File: src/rtl/rng_irq_pkg.sv
package rng_irq_pkg;

    // register byte offsets
    localparam int unsigned OFS_ICTL  = 32'h00;
    localparam int unsigned OFS_CSTAT = 32'h04;
    localparam int unsigned OFS_TSTAT = 32'h08;
    localparam int unsigned OFS_MASK  = 32'h0C;
    localparam int unsigned OFS_MEN   = 32'h10;
    localparam int unsigned OFS_MDIS  = 32'h14;

    // number of core events and top-level status bits
    localparam int unsigned NEV  = 3;
    localparam int unsigned TS_W = 2;

    // core status read positions (done, continuous test, health)
    localparam int unsigned CS_POS_DONE = 0;
    localparam int unsigned CS_POS_CTF  = 1;
    localparam int unsigned CS_POS_HTF  = 3;

    // interrupt-control: enables at [NEV-1:0], clears at [2*NEV-1:NEV]
    localparam int unsigned IC_CLR_LSB = NEV;

    // top-level status positions
    localparam int unsigned TS_CORE = 0;
    localparam int unsigned TS_SLV  = 1;

    typedef enum logic [1:0] {
        MODE_HELD  = 2'd0,
        MODE_QUIET = 2'd1,
        MODE_LIVE  = 2'd2
    } mode_e;

endpackage

File: src/rtl/rng_irq_mode_fsm.sv
module rng_irq_mode_fsm
    import rng_irq_pkg::*;
(
    input  logic  clk,
    input  logic  rst_n,
    input  logic  hold_reset,
    input  logic  src_en,
    output mode_e mode,
    output logic  accept_done,
    output logic  accept_fault,
    output logic  held
);

    mode_e mode_q;
    mode_e mode_d;

    always_comb begin
        if (hold_reset) begin
            mode_d = MODE_HELD;
        end else if (src_en) begin
            mode_d = MODE_LIVE;
        end else begin
            mode_d = MODE_QUIET;
        end
    end

    always_ff @(posedge clk or negedge rst_n) begin
        if (!rst_n) begin
            mode_q <= MODE_HELD;
        end else begin
            mode_q <= mode_d;
        end
    end

    always_comb begin
        accept_done  = 1'b0;
        accept_fault = 1'b0;
        held         = 1'b0;
        unique case (mode_q)
            MODE_HELD: begin
                held = 1'b1;
            end
            MODE_QUIET: begin
                accept_done = 1'b1;
            end
            MODE_LIVE: begin
                accept_done  = 1'b1;
                accept_fault = 1'b1;
            end
            default: begin
                held = 1'b1;
            end
        endcase
    end

    assign mode = mode_q;

endmodule

File: src/rtl/rng_irq_core_flags.sv
module rng_irq_core_flags #(
    parameter int unsigned NEV = 3
) (
    input  logic           clk,
    input  logic           rst_n,
    input  logic [NEV-1:0] ev,
    input  logic           accept_done,
    input  logic           accept_fault,
    input  logic           wipe,
    input  logic           ena_wr,
    input  logic [NEV-1:0] ena_wdata,
    input  logic [NEV-1:0] clr,
    output logic [NEV-1:0] ena_q,
    output logic [NEV-1:0] flags_q,
    output logic           core_cond
);

    always_ff @(posedge clk or negedge rst_n) begin
        if (!rst_n) begin
            ena_q <= '0;
        end else if (ena_wr) begin
            ena_q <= ena_wdata;
        end
    end

    for (genvar i = 0; i < NEV; i++) begin : g_flag
        logic take;
        logic q;
        if (i == 0) begin : g_done
            assign take = ev[i] & accept_done;
        end else begin : g_fault
            assign take = ev[i] & accept_fault;
        end
        always_ff @(posedge clk or negedge rst_n) begin
            if (!rst_n) begin
                q <= 1'b0;
            end else if (wipe) begin
                q <= 1'b0;
            end else if (take) begin
                q <= 1'b1;
            end else if (clr[i]) begin
                q <= 1'b0;
            end
        end
        assign flags_q[i] = q;
    end

    assign core_cond = |(flags_q & ena_q);

endmodule

File: src/rtl/rng_irq_top_level.sv
module rng_irq_top_level #(
    parameter int unsigned TS_W = 2
) (
    input  logic            clk,
    input  logic            rst_n,
    input  logic [TS_W-1:0] set_vec,
    input  logic [TS_W-1:0] kill_vec,
    input  logic            w1c_wr,
    input  logic            men_wr,
    input  logic            mdis_wr,
    input  logic [TS_W-1:0] wbits,
    output logic [TS_W-1:0] tstat_q,
    output logic [TS_W-1:0] mask_q,
    output logic            irq
);

    for (genvar i = 0; i < TS_W; i++) begin : g_stat
        logic q;
        always_ff @(posedge clk or negedge rst_n) begin
            if (!rst_n) begin
                q <= 1'b0;
            end else if (kill_vec[i]) begin
                q <= 1'b0;
            end else if (set_vec[i]) begin
                q <= 1'b1;
            end else if (w1c_wr && wbits[i]) begin
                q <= 1'b0;
            end
        end
        assign tstat_q[i] = q;
    end

    always_ff @(posedge clk or negedge rst_n) begin
        if (!rst_n) begin
            mask_q <= '1;
        end else if (men_wr) begin
            mask_q <= mask_q & ~wbits;
        end else if (mdis_wr) begin
            mask_q <= mask_q | wbits;
        end
    end

    assign irq = |(tstat_q & ~mask_q);

endmodule

File: src/rtl/rng_irq_agg.sv
module rng_irq_agg
    import rng_irq_pkg::*;
#(
    parameter int unsigned ADDR_W = 8,
    parameter int unsigned DATA_W = 32
) (
    input  logic              clk,
    input  logic              rst_n,
    input  logic              wr_en,
    input  logic [ADDR_W-1:0] addr,
    input  logic [DATA_W-1:0] wdata,
    output logic [DATA_W-1:0] rdata,
    input  logic              ev_done,
    input  logic              ev_ctest_fault,
    input  logic              ev_health_fault,
    input  logic              bus_err,
    input  logic              src_en,
    input  logic              hold_reset,
    input  logic              soft_rst,
    output logic              irq
);

    localparam int unsigned WUSE = 2 * NEV;

    mode_e           mode_q;
    logic            accept_done;
    logic            accept_fault;
    logic            held;
    logic [NEV-1:0]  ena_q;
    logic [NEV-1:0]  flags_q;
    logic            core_cond;
    logic [TS_W-1:0] tstat_q;
    logic [TS_W-1:0] mask_q;
    logic [TS_W-1:0] set_vec;
    logic [TS_W-1:0] kill_vec;
    logic            wipe;

    logic sel_ictl, sel_cstat, sel_tstat, sel_mask, sel_men, sel_mdis;

    assign sel_ictl  = (addr == ADDR_W'(OFS_ICTL));
    assign sel_cstat = (addr == ADDR_W'(OFS_CSTAT));
    assign sel_tstat = (addr == ADDR_W'(OFS_TSTAT));
    assign sel_mask  = (addr == ADDR_W'(OFS_MASK));
    assign sel_men   = (addr == ADDR_W'(OFS_MEN));
    assign sel_mdis  = (addr == ADDR_W'(OFS_MDIS));

    logic unused_wdata;
    assign unused_wdata = ^wdata[DATA_W-1:WUSE];

    assign wipe = soft_rst | held;

    rng_irq_mode_fsm u_mode (
        .clk          (clk),
        .rst_n        (rst_n),
        .hold_reset   (hold_reset),
        .src_en       (src_en),
        .mode         (mode_q),
        .accept_done  (accept_done),
        .accept_fault (accept_fault),
        .held         (held)
    );

    rng_irq_core_flags #(.NEV(NEV)) u_flags (
        .clk          (clk),
        .rst_n        (rst_n),
        .ev           ({ev_health_fault, ev_ctest_fault, ev_done}),
        .accept_done  (accept_done),
        .accept_fault (accept_fault),
        .wipe         (wipe),
        .ena_wr       (wr_en & sel_ictl),
        .ena_wdata    (wdata[NEV-1:0]),
        .clr          ((wr_en & sel_ictl) ? wdata[IC_CLR_LSB +: NEV] : '0),
        .ena_q        (ena_q),
        .flags_q      (flags_q),
        .core_cond    (core_cond)
    );

    always_comb begin
        set_vec           = '0;
        kill_vec          = '0;
        set_vec[TS_CORE]  = core_cond;
        set_vec[TS_SLV]   = bus_err;
        kill_vec[TS_CORE] = wipe;
    end

    rng_irq_top_level #(.TS_W(TS_W)) u_top (
        .clk      (clk),
        .rst_n    (rst_n),
        .set_vec  (set_vec),
        .kill_vec (kill_vec),
        .w1c_wr   (wr_en & sel_tstat),
        .men_wr   (wr_en & sel_men),
        .mdis_wr  (wr_en & sel_mdis),
        .wbits    (wdata[TS_W-1:0]),
        .tstat_q  (tstat_q),
        .mask_q   (mask_q),
        .irq      (irq)
    );

    always_comb begin
        rdata = '0;
        if (sel_ictl) begin
            rdata[NEV-1:0] = ena_q;
        end else if (sel_cstat) begin
            rdata[CS_POS_DONE] = flags_q[0];
            rdata[CS_POS_CTF]  = flags_q[1];
            rdata[CS_POS_HTF]  = flags_q[2];
        end else if (sel_tstat) begin
            rdata[TS_W-1:0] = tstat_q;
        end else if (sel_mask) begin
            rdata[TS_W-1:0] = mask_q;
        end
    end

endmodule

File: config.mk
export PLATFORM = sky130hd
export DESIGN_NAME = rng_irq_agg
export DESIGN_NICKNAME = d
export VERILOG_FILES = /design/src/rtl/rng_irq_pkg.sv /design/src/rtl/rng_irq_mode_fsm.sv /design/src/rtl/rng_irq_core_flags.sv /design/src/rtl/rng_irq_top_level.sv /design/src/rtl/rng_irq_agg.sv
export SDC_FILE = /design/constraint.sdc
export NUM_CORES = 1
export LEC_CHECK = 0
export CORE_ASPECT_RATIO = 0.9
export CORE_MARGIN = 4
export CORE_UTILIZATION = 25
export DETAILED_ROUTE_END_ITERATION = 7
export DONT_BUFFER_PORTS = 1
export PLACE_DENSITY = 0.42
export SLEW_MARGIN = 10
export SYNTH_ARGS = -nofsm -noshare
export SYNTH_HDL_FRONTEND = slang
export SYNTH_SLANG_ARGS = --single-unit
File: constraint.sdc
create_clock -name clk -period 3.4 [get_ports clk]
set_input_delay 0.68 -clock clk [delete_from_list [all_inputs] [get_ports clk]]
set_output_delay 0.68 -clock clk [all_outputs]
set_load 0.01 [all_outputs]
# Yosys cells after proc, flatten, opt, wreduce, memory -nomap -nowiden
# Index checks and enable logic that the tools add are counted.
# word_totals
ff_bits	12
latch_bits	0
ramBits	0
romBits	0
input_bits	50
out_inout_bits	33
wordCells	70
memories	0
# op_classes
addsub	0
n_mul	0
n_div	0
magnitude_cmp	0
eq_ne	7
n_shift	0
muxes	29
n_bitwise	14
reduce_logical	12
# op_table
operator	n
two-way mux 1 bit	20
equality test 8 x 4 -> 1 bit, second input constant	2
equality test 8 x 5 -> 1 bit, second input constant	2
two-way mux 2 bit	8
nonzero test 3 bit	4
equality test 8 x 3 -> 1 bit, second input constant	1
zero test 8 bit	1
AND 1 bit	7
AND 2 bit	2
inverter 2 bit	2
nonzero test 2 bit	2
OR reduction 2 bit	2
AND 3 bit	1
two-way mux 3 bit	1
OR reduction 3 bit	1
equality test 2 x 1 -> 1 bit, second input constant	1
equality test 2 bit, second input constant	1
logical AND 1 bit	2
OR 2 bit	1
OR 1 bit	1

# Depth between registers and ports, before layout
# depth
ltp_word	6
ltp_mapped	4
ltp_nobuf	4

# Modules after synthesis
# Synthesis repeated with hierarchy kept, for this count alone.
# hier_totals
hier_cells	111
hier_area_um2	975.9
# modules_own_cells
module	n_inst	cells_each	area_each_um2	seq_area_each_um2
rng_irq_agg	1	62	439.2	0.0
rng_irq_core_flags	1	23	265.3	150.1
rng_irq_top_level	1	19	183.9	102.6
rng_irq_mode_fsm	1	7	87.6	50.0

# Least setup slack after synthesis
# Ideal clock, no wire load.
# synth_timing
path_kind	in2out
from	input addr[4]
to	output rdata[0]
arrival_ns	1.609
t_required_ns	2.720
path_slack_ns	1.111
cell_stages	3
n_path_buf	0
path_cell_list	or4_4 nor3_1 o32a_1
# synth_via
elab_chain_cells	5
elab_cells_between_ends	8
classes_between	3 x eq/ne; 4 x mux; 1 x reduce/logical
# synth_rtl
element	line	source
start: declaration	rng_irq_agg.sv:10	input logic [ADDR_W-1:0] addr,
equality test 8 x 4 -> 1 bit	rng_irq_agg.sv:43	assign sel_mask = (addr == ADDR_W'(OFS_MASK));
two-way mux 2 bit	rng_irq_agg.sv:110	end else if (sel_mask) begin
two-way mux 2 bit	rng_irq_agg.sv:108	end else if (sel_tstat) begin
two-way mux 2 bit	rng_irq_agg.sv:104	end else if (sel_cstat) begin
two-way mux 2 bit *	rng_irq_agg.sv:102	if (sel_ictl) begin
end: declaration	rng_irq_agg.sv:12	output logic [DATA_W-1:0] rdata,
# Every way passes the cells marked *; elsewhere a longest branch is shown, timed or not.

# Final worst setup path
# Same ends and word-level chain as after synthesis.

==> results.yml <==
run_status:
  status: "finished clean"
floorplanning:
  die_h_um: 65.42
  fp-row-count: 20
  design.die.area_mm2: 0.004697
  ios: 83
  coreArea_mm2: 0.003453
  die_x_um: 71.80
  start_util: 0.2652
worst_setup_path:
  startpoint_type: "input port"
  critPathMaxStageDelay_ns: 0.55
  worstPathRequired_ns: 2.72
  crit_family: "simple AND/OR/NAND/NOR gates"
  crit_path_start: "addr[4]"
  critical_path_class: "input port to output port"
  endpoint_kind: "output port"
  critPathMaxFanout: 4
  cp_cell_sequence: "or4_4 -> nor3_1 -> o32a_1"
  crit_slowest_cell: "or4_4"
  r2r_start: "u_mode.mode[0]$_DFF_PN0_"
  crit_buf_inv: 0
  cp_data_arrival_time_ns: 1.69
yosys:
  syn_area_um2: 915.9
  synth_area_leaders: "dfrtp_1, buf_4, dfstp_2, mux2_4, nor3_1"
  synth-seq-area-share: 0.3306
  synth_seq_cells: 12
  yosysUniqueCellTypes: 31
  synth_top_area_share: 0.2732
  synthCells: 96
  yosys.area.top_type: "dfrtp_1"
  synth_ff_type: "dfrtp_1"
  synth_edf_count: 0
  avgSynthCellArea_um2: 9.540
  synthArstFlopShare: 1.000
  yosys_warnings: 0
  yosys.cell_count.top_type: "buf_4"
  yosys-top-cells-count: "buf_4, dfrtp_1, nor3_1"
timing:
  setup_viol: 0
  slew_violations: 0
  fmax_mhz: 422.7
  hold_violations: 0
  clock_skew_ns: 0.0003267
  fin_tns_setup_ns: 0
  fin_crit_sh: 0.6958
  rsz0062_at_grt: "false"
  final.min_clock_period_ns: 2.366
clocking:
  numCtsBuffers: 3
  clock_latency_ns: 0.23
  cts_tree: "done"
  hold_buffers: 0
  cts_resized: 0
  cts.sinks: 12
  path_clk_slew_ns: 0.05
  cts-root-buf: "clkbuf_8"
  htreeDepth: 1
  cts_max_path_buffers: 2
  cts_setup_buffers: 0
flow_run:
  cap_violations: 0
placed_design:
  placed_cells: 137
  place.gp.congestion: 0.7878
  port_buffers: 0
  dp_hpwl_um: 1575
final_layout:
  instances_no_fill: 141
  area_growth_pct: -1.503
  n_antenna_cell: 0
  fillerInstances: 381
  drive_above_1_share: 0.1649
  nets: 149
global_routing:
  grt-ovfl-total: 0
  grt_pass1_wl_um: 2718
  grt_start_max_net_pins: 13
  grt_antenna_before_repair: 0
  grt_usage: 0.07702
  grt_pass1_vias: 544
route:
  drc: 0
  via_count: 593
  first_pass_iters: 5
  drt.antenna.violating_nets: 0
  drt_iter0_drc: 14
  avgRoutedWirePerCell_um: 12.84
  wirelength_um: 1811
  vias_per_cell: 4.206
power:
  irDropWorstVdd_uv: 186.4
  power_density_mw_per_mm2: 375.6
  fin_total_pwr_mw: 0.3388
  p_leak_nw: 0.3944
hold_path:
  min_path_type: "input port to async pin"
-- metrics by stage --
stage / hold slack (ns) / setup WS, ns / utilization / instance area (um2)
floorplan: 0.3844 / 1.111 / - / 1017
detailed placement: 0.3847 / 1.019 / 0.2453 / 847.1
global placement: 0.3847 / 1.017 / 0.2453 / 847.1
finish: 0.1359 / 1.034 / 0.2612 / 902.1
CTS: 0.1286 / 1.018 / 0.2612 / 902.1
global route: 0.1160 / 0.9097 / 0.2612 / 902.1
-- cell usage in the layout (no fill, tap or decap), drive strengths merged, types with 2 or more instances in the layout --
cell    Yosys  final
mux2i       2      2
nand4       3      3
nor2b       4      4
dfstp       2      2
dfrtp      10     10
o32a        2      2
a21oi       3      3
mux2        5      5
nor2        3      3
nor3        6      6
nand2       4      4
clkbuf      1      4
conb        1     28
nor3b       2      2
a311oi      3      3
inv         4      4
-- worst reg2reg max path: stages (launching register included) --
cell and delay (ns):
dfrtp_1 0.32, inv_1 0.04, ha_1 0.26, or2_2 0.34, a311oi_1 0.21
-- kinds of logic after synthesis --
group,synth area share
buffers and inverters,0.2623
DFF,0.3306
and+or+nand+nor,0.1899
AOI/OAI and AO/OA,0.1038
other,0.004094
adders and majority gates,0.01366
muxes,0.09562
-- where the power goes --
group          switching, mW  internal (mW)
clock                 0.0497          0.102
combinational         0.0230         0.0114
sequential           0.00353          0.149
-- worst paths after layout --
check | endpoint | cells past startpoint | slack [ns]
worst min register to register | u_top.g_stat[1].q$_DFFE_PN0P_ | 1 | 0.51
worst max register to register | u_flags.g_flag[1].q$_DFFE_PN0P_ | 4 | 2.13
min in group clk | u_mode.mode[0]$_DFF_PN0_ | 1 | 0.50
worst max-delay path | rdata[0] | 3 | 1.03
worst min-delay path | u_flags.ena_q[2]$_DFFE_PN0P_ | 0 | 0.14
max in group asynchronous | async pin | 0 | 3.10
-- metal layers --
metal | vias up | wire, um | track usage
li1 | 290 | - | -
met1 | 261 | 769 | 0.09720
met2 | 40 | 750 | 0.1124
met3 | 2 | 281 | 0.04740
met4 | 0 | 9 | 0.01408
met5 | - | 0 | 0
-- area by class of cell --
type                    count  area (um2)  area share
multi-input cells          77       474.2      0.5257
flip-flops and latches     12       302.8      0.3356
clock buffers               4       55.05     0.06103
well taps                  44       55.05     0.06103
inverters                   4       15.01     0.01664
(Power assumes the default switching activity.)
